===== config.mk =====
export PLATFORM = sky130hd
export DESIGN_NAME = rnm_frame_renamer
export DESIGN_NICKNAME = d
export VERILOG_FILES = /design/src/rtl/rnm_pkg.sv /design/src/rtl/rnm_save_stack.sv /design/src/rtl/rnm_frame_ctrl.sv /design/src/rtl/rnm_lookup.sv /design/src/rtl/rnm_frame_renamer.sv
export SDC_FILE = /design/constraint.sdc
export NUM_CORES = 1
export LEC_CHECK = 0
export ABC_CLOCK_PERIOD_IN_PS = 5400
export BUFFER_PORTS_ARGS = -buffer_cell sky130_fd_sc_hd__clkbuf_2
export CORE_ASPECT_RATIO = 1.25
export CORE_MARGIN = 4
export CORE_UTILIZATION = 35
export DETAILED_ROUTE_END_ITERATION = 8
export PLACE_DENSITY = 0.56
export RECOVER_POWER = 25
export SYNTH_ARGS = -nofsm -noshare
export SYNTH_HDL_FRONTEND = slang
export SYNTH_SLANG_ARGS = --single-unit

===== constraint.sdc =====
create_clock -name clk -period 5.4 [get_ports clk]
set_input_delay 0 -clock clk [delete_from_list [all_inputs] [get_ports clk]]
set_output_delay 0 -clock clk [all_outputs]
set_load 0.01 [all_outputs]

===== src/rtl/rnm_pkg.sv =====
`timescale 1ns/1ps
package rnm_pkg;
    typedef enum logic [1:0] {
        OP_NOP   = 2'd0,
        OP_CALL  = 2'd1,
        OP_RET   = 2'd2,
        OP_ALLOC = 2'd3
    } rnm_op_e;

    typedef enum logic [1:0] {
        ST_EMPTY   = 2'd0,
        ST_PARTIAL = 2'd1,
        ST_FULL    = 2'd2
    } rnm_state_e;
endpackage


===== src/rtl/rnm_save_stack.sv =====
`timescale 1ns/1ps
module rnm_save_stack #(
    parameter int DEPTH   = 8,
    parameter int ENTRY_W = 21,
    localparam int CNT_W  = $clog2(DEPTH + 1),
    localparam int AW     = (DEPTH > 1) ? $clog2(DEPTH) : 1
) (
    input  logic               clk,
    input  logic               rst_n,
    input  logic               push_i,
    input  logic               pop_i,
    input  logic [ENTRY_W-1:0] wdata_i,
    output logic [ENTRY_W-1:0] rdata_o,
    output logic [CNT_W-1:0]   count_o
);
    logic [ENTRY_W-1:0] slots [DEPTH];
    logic [CNT_W-1:0]   cnt_q;
    logic [AW-1:0]      wr_idx;
    logic [AW-1:0]      top_idx;

    assign wr_idx  = AW'(cnt_q);
    assign top_idx = AW'(cnt_q - CNT_W'(1));

    always_ff @(posedge clk or negedge rst_n) begin
        if (!rst_n) begin
            cnt_q <= '0;
        end else if (push_i) begin
            cnt_q <= cnt_q + CNT_W'(1);
        end else if (pop_i) begin
            cnt_q <= cnt_q - CNT_W'(1);
        end
    end

    always_ff @(posedge clk) begin
        if (push_i) begin
            slots[wr_idx] <= wdata_i;
        end
    end

    assign rdata_o = (cnt_q == '0) ? '0 : slots[top_idx];
    assign count_o = cnt_q;
endmodule


===== src/rtl/rnm_frame_ctrl.sv =====
`timescale 1ns/1ps
module rnm_frame_ctrl
    import rnm_pkg::*;
#(
    parameter int NUM_STACKED = 96,
    parameter int IW          = 7,
    parameter int SAVE_DEPTH  = 8
) (
    input  logic          clk,
    input  logic          rst_n,
    input  rnm_op_e       op_i,
    input  logic [IW-1:0] arg_size_i,
    input  logic [IW-1:0] arg_loc_i,
    output logic [IW-1:0] base_o,
    output logic [IW-1:0] size_o,
    output logic [IW-1:0] loc_o,
    output logic          ovf_o,
    output logic          unf_o
);
    localparam int ENTRY_W = 3 * IW;
    localparam int CNT_W   = $clog2(SAVE_DEPTH + 1);
    localparam logic [CNT_W-1:0] LAST_CNT = CNT_W'(SAVE_DEPTH - 1);
    localparam logic [CNT_W-1:0] ONE_CNT  = CNT_W'(1);
    localparam logic [IW:0]      STK_EXT  = (IW + 1)'(NUM_STACKED);
    localparam logic [IW-1:0]    STK_MAX  = IW'(NUM_STACKED);

    rnm_state_e state_q, state_d;

    logic [IW-1:0]      base_q, size_q, loc_q;
    logic               ovf_q, unf_q;
    logic               do_push, do_pop, alloc_ok;
    logic               ovf_d, unf_d;
    logic [IW:0]        base_sum;
    logic [IW-1:0]      base_next;
    logic [ENTRY_W-1:0] top_entry;
    logic [CNT_W-1:0]   depth;

    rnm_save_stack #(
        .DEPTH   (SAVE_DEPTH),
        .ENTRY_W (ENTRY_W)
    ) u_stack (
        .clk     (clk),
        .rst_n   (rst_n),
        .push_i  (do_push),
        .pop_i   (do_pop),
        .wdata_i ({base_q, loc_q, size_q}),
        .rdata_o (top_entry),
        .count_o (depth)
    );

    // State register
    always_ff @(posedge clk or negedge rst_n) begin
        if (!rst_n) begin
            state_q <= ST_EMPTY;
        end else begin
            state_q <= state_d;
        end
    end

    // Next-state logic
    always_comb begin
        state_d = state_q;
        unique case (state_q)
            ST_EMPTY: begin
                if (op_i == OP_CALL) begin
                    state_d = (SAVE_DEPTH == 1) ? ST_FULL : ST_PARTIAL;   // push-first
                end
            end
            ST_PARTIAL: begin
                if (op_i == OP_CALL && depth == LAST_CNT) begin
                    state_d = ST_FULL;                                    // push-fill
                end else if (op_i == OP_RET && depth == ONE_CNT) begin
                    state_d = ST_EMPTY;                                   // pop-drain
                end
            end
            ST_FULL: begin
                if (op_i == OP_RET) begin
                    state_d = (SAVE_DEPTH == 1) ? ST_EMPTY : ST_PARTIAL;  // pop-unfill
                end
            end
            default: state_d = ST_EMPTY;
        endcase
    end

    // Output / command decode
    always_comb begin
        do_push  = (op_i == OP_CALL)  && (state_q != ST_FULL);
        do_pop   = (op_i == OP_RET)   && (state_q != ST_EMPTY);
        ovf_d    = (op_i == OP_CALL)  && (state_q == ST_FULL);
        unf_d    = (op_i == OP_RET)   && (state_q == ST_EMPTY);
        alloc_ok = (op_i == OP_ALLOC) && (arg_size_i <= STK_MAX)
                   && (arg_loc_i <= arg_size_i);
        base_sum  = {1'b0, base_q} + {1'b0, loc_q};
        base_next = (base_sum >= STK_EXT) ? IW'(base_sum - STK_EXT) : IW'(base_sum);
    end

    always_ff @(posedge clk or negedge rst_n) begin
        if (!rst_n) begin
            base_q <= '0;
            size_q <= '0;
            loc_q  <= '0;
            ovf_q  <= 1'b0;
            unf_q  <= 1'b0;
        end else begin
            ovf_q <= ovf_d;
            unf_q <= unf_d;
            if (do_push) begin
                base_q <= base_next;
                size_q <= size_q - loc_q;
                loc_q  <= '0;
            end else if (do_pop) begin
                {base_q, loc_q, size_q} <= top_entry;
            end else if (alloc_ok) begin
                size_q <= arg_size_i;
                loc_q  <= arg_loc_i;
            end
        end
    end

    assign base_o = base_q;
    assign size_o = size_q;
    assign loc_o  = loc_q;
    assign ovf_o  = ovf_q;
    assign unf_o  = unf_q;
endmodule


===== src/rtl/rnm_lookup.sv =====
`timescale 1ns/1ps
module rnm_lookup #(
    parameter int NUM_GLOBAL  = 32,
    parameter int NUM_STACKED = 96,
    parameter int IW          = 7
) (
    input  logic [IW-1:0] lreg_i,
    input  logic [IW-1:0] base_i,
    input  logic [IW-1:0] size_i,
    output logic [IW-1:0] preg_o,
    output logic          illegal_o
);
    localparam logic [IW-1:0] G_IDX   = IW'(NUM_GLOBAL);
    localparam logic [IW:0]   STK_EXT = (IW + 1)'(NUM_STACKED);

    logic [IW-1:0] off;
    logic [IW:0]   sum;
    logic [IW-1:0] wrapped;

    always_comb begin
        off     = lreg_i - G_IDX;
        sum     = {1'b0, base_i} + {1'b0, off};
        wrapped = (sum >= STK_EXT) ? IW'(sum - STK_EXT) : IW'(sum);
        if (lreg_i < G_IDX) begin
            preg_o    = lreg_i;
            illegal_o = 1'b0;
        end else if (off >= size_i) begin
            preg_o    = '0;
            illegal_o = 1'b1;
        end else begin
            preg_o    = G_IDX + wrapped;
            illegal_o = 1'b0;
        end
    end
endmodule


===== src/rtl/rnm_frame_renamer.sv =====
`timescale 1ns/1ps
module rnm_frame_renamer
    import rnm_pkg::*;
#(
    parameter int NUM_REGS   = 128,
    parameter int NUM_GLOBAL = 32,
    parameter int SAVE_DEPTH = 8,
    parameter int NUM_PORTS  = 2,
    parameter int MARKER_W   = 64,
    localparam int IW        = $clog2(NUM_REGS)
) (
    input  logic                    clk,
    input  logic                    rst_n,
    input  logic [1:0]              cmd_op_i,
    input  logic [IW-1:0]           cmd_size_i,
    input  logic [IW-1:0]           cmd_locals_i,
    input  logic [NUM_PORTS*IW-1:0] lk_lreg_i,
    output logic [NUM_PORTS*IW-1:0] lk_preg_o,
    output logic [NUM_PORTS-1:0]    lk_illegal_o,
    output logic [MARKER_W-1:0]     cfm_o,
    output logic                    overflow_o,
    output logic                    underflow_o
);
    localparam int NUM_STACKED = NUM_REGS - NUM_GLOBAL;

    logic [IW-1:0] base, size, locs;

    rnm_frame_ctrl #(
        .NUM_STACKED (NUM_STACKED),
        .IW          (IW),
        .SAVE_DEPTH  (SAVE_DEPTH)
    ) u_ctrl (
        .clk        (clk),
        .rst_n      (rst_n),
        .op_i       (rnm_op_e'(cmd_op_i)),
        .arg_size_i (cmd_size_i),
        .arg_loc_i  (cmd_locals_i),
        .base_o     (base),
        .size_o     (size),
        .loc_o      (locs),
        .ovf_o      (overflow_o),
        .unf_o      (underflow_o)
    );

    for (genvar p = 0; p < NUM_PORTS; p++) begin : g_port
        rnm_lookup #(
            .NUM_GLOBAL  (NUM_GLOBAL),
            .NUM_STACKED (NUM_STACKED),
            .IW          (IW)
        ) u_lookup (
            .lreg_i    (lk_lreg_i[p*IW +: IW]),
            .base_i    (base),
            .size_i    (size),
            .preg_o    (lk_preg_o[p*IW +: IW]),
            .illegal_o (lk_illegal_o[p])
        );
    end

    assign cfm_o = MARKER_W'({base, locs, size});
endmodule


==> run_results.csv, run 1 <==
group,metric,value,unit
clocking,ctsResizeCount,0,
route,finalWirelength,25900,um
route,drc_errors,0,
pwr,leakagePower,0.00443,uW
timing,tightest_slew,1920,ps
finish,drive_gt1_frac,0.215,
clocking,cts_made_buffers,17,
route,vias,6511,
global_route,grt_pass1_vias,6407,
logic_synthesis,synth-simple-area-share,0.0784,
die,die_h,201,um
finish,fillCellCount,2797,
route,wl_per_cell,20.7,um
timing,hold_viol_final,0,
timing,finClkSkew,10.6,ps
clocking,htreeDepth,4,
die,start_util,0.355,
clocking,cts.sinks,197,
global_route,grt_pass1_wl,39200,um
outcome,violations,"capacitance limit, slew limit",
route,vias_per_cell,5.20,
logic_synthesis,synth_fa_ha_area_frac,0.0714,
outcome,status,"complete, but fails checks",
setup_path,path_max_fanout,14,
route,drt_iter0_markers,547,
route,drtAntennaViolNets,0,
timing,timing.fmax,295,MHz
placement,dp_cells,1210,
logic_synthesis,synth_area_leader_cell,"edfxtp_1",
global_route,grt_use_total,0.160,
logic_synthesis,synthTopCellsByCount,"edfxtp_1 (168), ha_1 (53), buf_4 (50)",
pwr,peakVddDrop,0.389,mV
finish,final_area,11700,sq um
global_route,overflow,0,
logic_synthesis,synth_top_family_by_area,"multiplexers",
die,pin_count,114,
logic_synthesis,avgSynthCellArea,13.7,sq um
logic_synthesis,synthCells,762,
die,dieArea,32600,sq um
setup_path,worstSetupPathType,"reg2out",
setup_path,start_kind,"flip-flop",
timing,slew_headroom,-0.279,
logic_synthesis,async_flop_share,0.147,
logic_synthesis,synth_most_common_cell,"edfxtp_1",
min_path,min_path_type,"in2reg",
setup_path,worstRegToRegCells,8,
logic_synthesis,ys_seq_area_frac,0.554,
timing,period_minus_slack,3400,ps
setup_path,cp-end-kind,"output pin",
min_path,holdPathEnd,"u_ctrl.size_o[3]$_DFFE_PN0P_",
logic_synthesis,synth_edf_count,168,
clocking,root_buffer,"clkbuf_16",
finish,nNetsFinal,931,
logic_synthesis,synth-seq-cells,197,
timing,drv_slew,30,
placement,gp_congestion,0.845,
pwr,power_density,580,nW/um^2
timing,fin_crit_sh,0.629,
setup_path,crit_arrival,3400,ps
setup_path,cp.required,5400,ps
die,coreArea,29300,sq um
logic_synthesis,synth_flop_cell,"edfxtp_1",
global_route,antenna_found_initial,0,
logic_synthesis,yosys_warnings,0,
run,max_cap_violations,1,
logic_synthesis,synth_area_leaders,"edfxtp_1 (48%), mux4_2 (9.1%), dfrtp_1 (7.0%)",
die,rows,70,
finish,syn_to_final_growth,12.7,%
min_path,hold_depth,3,
setup_path,reg2reg_from,"u_ctrl.u_stack.count_o[1]$_DFFE_PN0P_",
clocking,insertion_delay,440,ps
setup_path,reg2reg_slack,2460,ps
timing,report.final.setup_viol,0,
die,die_x,162,um
clocking,clkTransAtPathRegs,70,ps
logic_synthesis,synth_xor_area_frac,0.00829,
finish,diodes,0,
placement,hpwl,17800,um
timing,fin_tns_setup,0,ps
finish,fin_cells,1251,
logic_synthesis,synth-compound-area-share,0.101,
setup_path,r2r-end,"u_ctrl.size_o[2]$_DFFE_PN0P_",
logic_synthesis,synthMuxAreaShare,0.124,
logic_synthesis,synthDominantCellAreaShare,0.485,
clocking,cts_tree,"yes",
route,drt_first_pass_iters,5,
logic_synthesis,synth_area,10400,sq um
placement,io_buffers,70,
global_route,grt_start_max_net_pins,51,
min_path,min-delay-start,"cmd_size_i[3]",
logic_synthesis,ys_types,77,
clocking,clk_path_buf_depth,2,
placement,dpl_cell_area,11100,sq um
timing,rsz0062_at_grt,"false",
[per-stage QoR]
| stage | power (uW) | setup slack [ps] | utilization | hold slack [ps] |
|---|---|---|---|---|
| 2_1_floorplan | 4640 | 1880 | - | -296 |
| 3_3_place_gp | 5570 | 2480 | 0.377 | 162 |
| 3_5_place_dp | 5600 | 2420 | 0.377 | 173 |
| 4_1_cts | 6880 | 1970 | 0.400 | 1.85 |
| 5_1_grt | 7270 | 1730 | 0.400 | 32.6 |
| 6_report | 6810 | 2000 | 0.400 | 11.6 |
[metal layers]
layer | GRT usage | wire length [um]
met5 | 0 | 0
met4 | 0.0471 | 488
met3 | 0.0277 | 1130
met2 | 0.274 | 13400
met1 | 0.207 | 10900
[power by group]
group / switching (uW) / total, uW / leakage, uW / internal, uW
clock network: 567 / 1270 / 0.000284 / 701
logic: 1710 / 3090 / 0.00227 / 1390
registers: 393 / 2450 / 0.00188 / 2050
total: 2660 / 6810 / 0.00443 / 4140
[worst max-delay path, stage by stage (launching register included)]
cell	delay [ps]
dfrtp_1	630
inv_1	260
fa_1	460
nor2b_1	220
o31a_1	300
nor4_1	80
or4b_2	640
o31ai_1	210
clkbuf_2	170
[area by class of cell]
| class | instances | area [sq um] | area share |
|---|---|---|---|
| Sequential cell | 197 | 5770 | 0.492 |
| Multi-Input combinational cell | 494 | 4190 | 0.357 |
| Timing Repair Buffer | 92 | 536 | 0.0457 |
| Tap cell | 396 | 495 | 0.0422 |
| Clock buffer | 19 | 443 | 0.0378 |
| Inverter | 40 | 150 | 0.0128 |
| Clock inverter | 13 | 144 | 0.0123 |
[cell usage in the layout, fill, tap and decap left out, types with 5 or more instances in the layout]
cell type and count:
edfxtp_1 168, clkbuf_2 68, ha_1 52, conb_1 43, mux4_2 42, inv_1 40, nor2_1 39, nand2_1 38
a21oi_1 29, dfrtp_1 28, mux2i_1 27, o21ai_0 27, clkbuf_16 17, nor2b_1 14, buf_4 13, nand2b_1 10
o31ai_1 9, a21o_1 9, dlygate4sd3_1 9, a211oi_1 8, o21a_1 8, o22ai_1 8, o41ai_1 6, nor4_1 6
nand3_1 6, nor3_1 6, mux2_2 5, nand4_1 5, o31a_1 5, o211ai_1 5
[worst max path at each step]
| stage | startpoint | slack [ps] | cells after the start | endpoint |
|---|---|---|---|---|
| 2_1_floorplan | u_ctrl.u_stack.count_o[0]$_DFFE_PN0P_ | 1880 | 4 | u_ctrl.u_stack.slots[0][0]$_DFFE_PP_ |
| 3_3_place_gp | u_ctrl.u_stack.count_o[1]$_DFFE_PN0P_ | 2480 | 8 | u_ctrl.size_o[2]$_DFFE_PN0P_ |
| 3_5_place_dp | u_ctrl.u_stack.count_o[1]$_DFFE_PN0P_ | 2420 | 8 | u_ctrl.size_o[2]$_DFFE_PN0P_ |
| 4_1_cts | u_ctrl.base_o[1]$_DFFE_PN0P_ | 1970 | 8 | lk_preg_o[6] |
| 5_1_grt | u_ctrl.base_o[1]$_DFFE_PN0P_ | 1730 | 8 | lk_preg_o[6] |
| 6_report | u_ctrl.base_o[1]$_DFFE_PN0P_ | 2000 | 8 | lk_preg_o[6] |
[cell families (layout without fill, tap and decap cells)]
kind of cell               count (synthesis)  after routing
xor gates and xnor gates                   9              9
muxes                                     75             75
AOI/OAI and AO/OA                        151            151
DFF                                      197            197
and+or+nand+nor                          159            159
adders and majority gates                 57             57
buffers and inverters                    113            164
other                                      1             43
[sequential cells by signal, indices dropped and copies added (netlist names)]
register,cells
u_ctrl.u_stack.slots,168
u_ctrl.base_o,7
u_ctrl.loc_o,7
u_ctrl.size_o,7
u_ctrl.u_stack.count_o,4
u_ctrl.state_q,2
u_ctrl.ovf_o,1
u_ctrl.unf_o,1
[what timing repair did]
item / in CTS / in global routing
buffers inserted: 0 / 0
setup endpoints to repair: 0 / 0
endpoints found under the hold margin: 38 / 0
hold buffers: 9 / 0
Power figures use the tool's default switching activity.
==> inputs of run 2 (changes only) <==
Settings changed: ABC_CLOCK_PERIOD_IN_PS 5400 to 2790, PLACE_DENSITY 0.56 to 0.58.
Clock period 5.4 ns to 2.79 ns, I/O delays scaled along.
==> run 2 against run 1 <==
- the run ends with setup timing left
- critical path depth did not move
- critical endpoint is now lk_preg_o[5]
- global-route usage rose by 0.25 points
- clock skew fell by 1.8 ps
- hold slack improved by 11 ps
- final cell count rose by 3.0%
==> run_results.csv, run 2 (synthesized netlist as in run 1, its figures left out) <==
group,metric,value,unit
die,pin_count,114,
finish,syn_to_final_growth,17.2,%
route,wl_per_cell,20.5,um
setup_path,crit_path_end,"lk_preg_o[5]",
clocking,cts_made_buffers,17,
timing,setup_ws,-38.3,ps
die,start_util,0.355,
route,drt_first_pass_iters,5,
pwr,leakagePower,0.00465,uW
timing,slew_headroom,0.414,
placement,hpwl,18600,um
timing,finClkSkew,8.74,ps
setup_path,path_max_fanout,6,
route,vias_per_cell,5.14,
setup_path,reg2reg_slack,200,ps
placement,dpl_cell_area,11300,sq um
finish,fillCellCount,2723,
global_route,grt_start_max_net_pins,51,
clocking,cts_tree,"yes",
finish,largest_reg_flops,168,
setup_path,start_kind,"flip-flop",
timing,report.final.setup_viol,1,
global_route,grt_pass1_wl,40300,um
die,rows,70,
global_route,overflow,0,
setup_path,reg2reg_from,"u_ctrl.loc_o[1]$_DFFE_PN0P_",
setup_path,startpoint,"u_ctrl.base_o[2]$_DFFE_PN0P_",
timing,rsz0062_at_grt,"true",
finish,nNetsFinal,969,
pwr,power_density,1130,nW/um^2
route,drt_iter0_markers,347,
timing,hold_viol_final,0,
die,die_h,201,um
finish,final_area,12200,sq um
timing,tightest_slew,879,ps
setup_path,crit_arrival,2830,ps
die,die_x,162,um
timing,timing.fmax,354,MHz
setup_path,cp.required,2790,ps
setup_path,cp-end-kind,"output pin",
outcome,violations,"setup timing",
route,finalWirelength,26400,um
finish,drive_gt1_frac,0.267,
pwr,peakVddDrop,0.535,mV
finish,diodes,0,
setup_path,worstRegToRegCells,7,
run,max_cap_violations,0,
finish,top_register,"u_ctrl.u_stack.slots",
min_path,min_path_type,"in2reg",
timing,fin_crit_sh,1.01,
timing,drv_slew,0,
finish,multi_input_area,4330,sq um
clocking,insertion_delay,430,ps
die,dieArea,32600,sq um
outcome,status,"complete, but fails checks",
finish,fin_cells,1289,
placement,io_buffers,70,
finish,utilization,0.416,
clocking,clkTransAtPathRegs,70,ps
route,drtAntennaViolNets,0,
global_route,grt_pass1_vias,6750,
clocking,root_buffer,"clkbuf_16",
global_route,antenna_found_initial,0,
placement,dp_cells,1239,
placement,gp_congestion,0.877,
setup_path,crit_chain,"ha_1 > nor2b_2 > o31a_1 > buf_6 > a2111o_1 > a2111oi_4 > o31ai_2 > buf_2",
finish,final_common_cell,"edfxtp_1",
setup_path,slowest_delay,430,ps
die,coreArea,29300,sq um
clocking,clk_path_buf_depth,2,
finish,ff_latch_area,5780,sq um
pwr,total_power,13800,uW
setup_path,worstSetupPathType,"reg2out",
timing,fin_tns_setup,-38.3,ps
clocking,htreeDepth,4,
setup_path,r2r-end,"u_ctrl.base_o[5]$_DFFE_PN0P_",
route,drc_errors,0,
timing,period_minus_slack,2830,ps
clocking,cts.sinks,197,
finish,final_cell_mix,"edfxtp_1 (168), clkbuf_2 (66), ha_1 (46), conb_1 (43), mux4_2 (42)",
global_route,grt_use_total,0.162,
setup_path,crit_slowest_cell,"dfrtp_1",
route,vias,6621,
## run 2: worst max-delay path: cells and delay by family (launching register included)
family	cells	cell delay [ps]
compound gates	4	1160
fa+ha+maj	1	340
buf+inv	2	300
flops	1	430
simple gates	1	180
## run 2: how the worst min path moves through the flow
stage | startpoint | end | slack, ps | depth (start not counted)
finish | cmd_locals_i[3] | u_ctrl.loc_o[3]$_DFFE_PN0P_ | 20 | 3
CTS | cmd_size_i[3] | u_ctrl.size_o[3]$_DFFE_PN0P_ | 4 | 3
global placement | rst_n | u_ctrl.unf_o$_DFF_PN0_ | 150 | 1
floorplan | rst_n | u_ctrl.base_o[0]$_DFFE_PN0P_ | -300 | 0
global route | cmd_size_i[3] | u_ctrl.size_o[3]$_DFFE_PN0P_ | 20 | 3
detailed placement | rst_n | u_ctrl.ovf_o$_DFF_PN0_ | 150 | 1
## run 2: routing by layer
layer / GRT usage / up-vias / part of all wire
li1: - / 3102 / -
met1: 0.202 / 3303 / 0.41
met2: 0.279 / 171 / 0.52
met3: 0.0279 / 45 / 0.037
met4: 0.0656 / 0 / 0.033
met5: 0 / - / 0
## run 2: area by class of cell
| cell class | instances | share of cell area |
|---|---|---|
| inverters | 40 | 0.0123 |
| clock buffers | 25 | 0.0406 |
| flip-flops and latches | 197 | 0.474 |
| well taps | 396 | 0.0406 |
| clock inverters | 7 | 0.00790 |
| multi-input cells | 494 | 0.355 |
| repair buffers | 130 | 0.0696 |
## run 2: what timing repair did
| action | in CTS | in global routing |
|---|---|---|
| gates cloned | 0 | 0 |
| hold buffers | 7 | 0 |
| buffers inserted | 10 | 4 |
| gates resized for setup | 13 | 21 |
| endpoints found under the hold margin | 35 | 0 |
| pin swaps | 2 | 12 |
| endpoints found under the setup margin | 4 | 6 |
## run 2: power breakdown
part	internal (uW)	switching (uW)	leakage, uW
registers	3990	382	0.00188
clock network	1420	1020	0.000280
logic	3130	3890	0.00250
## run 2: metrics by stage
stage | setup WS (ps) | hold WS [ps]
detailed placement | 291 | 150
global route | -144 | 20.2
global placement | 316 | 150
floorplan | 24.0 | -296
finish | -38.3 | 23.1
CTS | -14.0 | 3.79
==> inputs of run 3 (changes only) <==
Settings changed: ABC_AREA set to 1, SYNTH_HIERARCHICAL set to 1.
==> run 3 against run 2 <==
- the flow finishes with violations (capacitance limit, slew limit)
- wire length is 17% higher
- clock skew hardly changed
- first-iteration DRC count is 97% higher
- final cell count is 46% higher
- synthesized cell count is 79% higher
- critical endpoint unchanged
- largest power group unchanged
==> run_results.csv, run 3 <==
group,metric,value,unit
global_route,grt_pass1_vias,8795,
min_path,min-delay-start,"cmd_op_i[1]",
pwr,power_frac_seq,0.292,
clocking,root_buffer,"clkbuf_16",
pwr,leakagePower,0.00643,uW
logic_synthesis,ys_types,42,
logic_synthesis,synthTopCellsByCount,"nand2_1 (379), inv_1 (266), edfxtp_1 (168)",
pwr,power.share.clock,0.171,
timing,timing.fmax,385,MHz
clocking,clkTransAtPathRegs,70,ps
setup_path,worstRegToRegCells,5,
route,drt_iter0_markers,685,
route,drc_errors,0,
placement,io_buffers,70,
pwr,peakVddDrop,0.658,mV
setup_path,cp.required,2790,ps
logic_synthesis,synth_area_leader_cell,"edfxtp_1",
die,pin_count,114,
timing,finClkSkew,8.46,ps
setup_path,path_max_fanout,15,
global_route,grt_start_max_net_pins,88,
min_path,min_path_type,"in2reg",
logic_synthesis,synth_top_family_by_area,"simple AND/OR/NAND/NOR gates",
pwr,p_sw,7030,uW
pwr,p_int,8250,uW
logic_synthesis,yosys_warnings,6,
run,max_cap_violations,1,
setup_path,worstSetupPathType,"reg2out",
logic_synthesis,synth_most_common_cell,"nand2_1",
clocking,cts_made_buffers,17,
global_route,overflow,0,
logic_synthesis,synth_area,11600,sq um
route,drtAntennaViolNets,0,
placement,dpl_cell_area,12400,sq um
finish,nNetsFinal,1544,
finish,final_area,13200,sq um
logic_synthesis,async_flop_share,0.147,
setup_path,crit_arrival,2600,ps
setup_path,reg2reg_slack,310,ps
route,wl_per_cell,16.4,um
setup_path,cp-end-kind,"output pin",
logic_synthesis,synth_xor_area_frac,0.0114,
placement,dp_slack,340,ps
global_route,grt_pass1_wl,48000,um
finish,fillCellCount,3304,
timing,fin_crit_sh,0.932,
clocking,insertion_delay,440,ps
outcome,violations,"capacitance limit, slew limit",
timing,drv_slew,30,
clocking,cts_tree,"yes",
die,rows,74,
global_route,antenna_found_initial,0,
logic_synthesis,synthDominantCellAreaShare,0.434,
route,vias_per_cell,4.80,
timing,hold_viol_final,0,
placement,hpwl,21700,um
clocking,clk_path_buf_depth,2,
min_path,hold_depth,3,
logic_synthesis,avgSynthCellArea,8.54,sq um
die,start_util,0.355,
finish,final_common_cell,"nand2_1",
finish,top_register,"u_ctrl/u_stack/slots",
logic_synthesis,synth_area_leaders,"edfxtp_1 (43%), nand2_1 (12%), inv_1 (8.6%)",
die,coreArea,32800,sq um
timing,setup_ws,190,ps
logic_synthesis,synthMuxAreaShare,0,
setup_path,start_kind,"flip-flop",
placement,gp_congestion,0.904,
finish,diodes,0,
timing,rsz0062_at_grt,"false",
route,vias,9052,
logic_synthesis,synth_edf_count,168,
setup_path,reg2reg_from,"u_ctrl/u_stack/count_o[0]$_DFFE_PN0P_",
finish,drive_gt1_frac,0.121,
clocking,htreeDepth,4,
die,dieArea,36200,sq um
logic_synthesis,ys_seq_area_frac,0.496,
pwr,power_density,1160,nW/um^2
timing,period_minus_slack,2600,ps
finish,syn_to_final_growth,13.2,%
timing,slew_headroom,-0.261,
die,die_h,212,um
timing,report.final.setup_viol,0,
die,die_x,171,um
pwr,pwr-share-comb,0.537,
clocking,cts.sinks,197,
logic_synthesis,synth-seq-cells,197,
outcome,status,"complete, but fails checks",
finish,final_cell_mix,"nand2_1 (379), inv_1 (266), edfxtp_1 (168), nand3_1 (142), nor2_1 (73)",
pwr,p_sw_frac,0.460,
route,drt_first_pass_iters,5,
timing,fin_tns_setup,0,ps
route,finalWirelength,30900,um
logic_synthesis,synth-compound-area-share,0.0435,
finish,largest_reg_flops,168,
logic_synthesis,synth-simple-area-share,0.246,
timing,tightest_slew,1890,ps
logic_synthesis,synth_flop_cell,"edfxtp_1",
setup_path,startpoint,"u_ctrl/base_o[1]$_DFFE_PN0P_",
logic_synthesis,synth_fa_ha_area_frac,0.0629,
logic_synthesis,synthCells,1362,
global_route,grt_use_total,0.173,
run 3: cell count changes in the layout (fill, tap and decap cells not counted), sizes merged, moves of 14 or more:
cell	previous run	this run
nand3	7	155
nor2	41	88
buf	50	31
mux2i	27	0
mux4	42	0
nand2	38	385
inv	41	273
nor2b	14	0
run 3: worst paths after layout:
check                                                         to
min                                       u_ctrl/unf_o$_DFF_PN0_
min in group asynchronous           u_ctrl/base_o[0]$_DFFE_PN0P_
max in group asynchronous           u_ctrl/base_o[6]$_DFFE_PN0P_
min reg2reg                u_ctrl/u_stack/count_o[3]$_DFFE_PN0P_
max reg2reg                 u_ctrl/u_stack/slots[6][4]$_DFFE_PP_
max                                                 lk_preg_o[5]
run 3: per-stage QoR:
stage                     total power (uW)  utilization  hold WS (ps)  std cells
after detailed placement             12700        0.379           146       1842
after CTS                            15400        0.402          3.61       1886
after global placement               12600        0.379           142       1842
after global routing                 16500        0.402          30.9       1886
final                                15300        0.402          13.1       1886
after floorplan                      10100            -          -296       1404
run 3: power by group through the flow:
stage / Combinational [uW] / Sequential, uW / Clock (uW)
after floorplan: 5610 / 4460 / 0
after global placement: 8100 / 4530 / 0
after detailed placement: 8180 / 4540 / 0
after CTS: 8240 / 4480 / 2670
after global routing: 9160 / 4530 / 2800
final: 8210 / 4460 / 2610
run 3: kinds of logic (layout without fill, tap and decap cells):
kind of cell | Yosys count | after routing
simple gates | 654 | 654
buf+inv | 359 | 423
compound gates | 82 | 82
fa+ha+maj | 56 | 56
flops | 197 | 197
xor+xnor | 13 | 13
other cells | 1 | 43
run 3: cell type report:
cell class | instances | area, sq um | share of cell area
repair buffers | 119 | 781 | 0.0593
inverters | 273 | 1020 | 0.0779
well taps | 418 | 523 | 0.0397
flip-flops and latches | 197 | 5770 | 0.439
clock inverters | 14 | 201 | 0.0153
multi-input cells | 848 | 4430 | 0.337
clock buffers | 17 | 425 | 0.0323
run 3: critical path, stage by stage, from the launching register on:
cell and delay, ps:
dfrtp_1 760, inv_1 140, fa_1 440, nor2_1 150
o21ai_1 100, nand3_1 70, nand2_1 70, nand3_1 70
nand4_1 130, nand2_1 90, clkbuf_2 120
run 3: repair_timing:
action | in CTS | in global routing
gates resized for setup | 0 | 1
hold buffers | 13 | 0
setup buffers | 0 | 0
endpoints found under the setup margin | 0 | 1
endpoints found under the hold margin | 40 | 0
run 3: routing by layer:
layer / track usage / part of all wire / vias to the layer above
li1: - / - / 4432
met1: 0.213 / 0.42 / 4251
met2: 0.299 / 0.49 / 314
met3: 0.0267 / 0.049 / 55
met4: 0.0752 / 0.039 / 0
met5: 0 / 0 / -
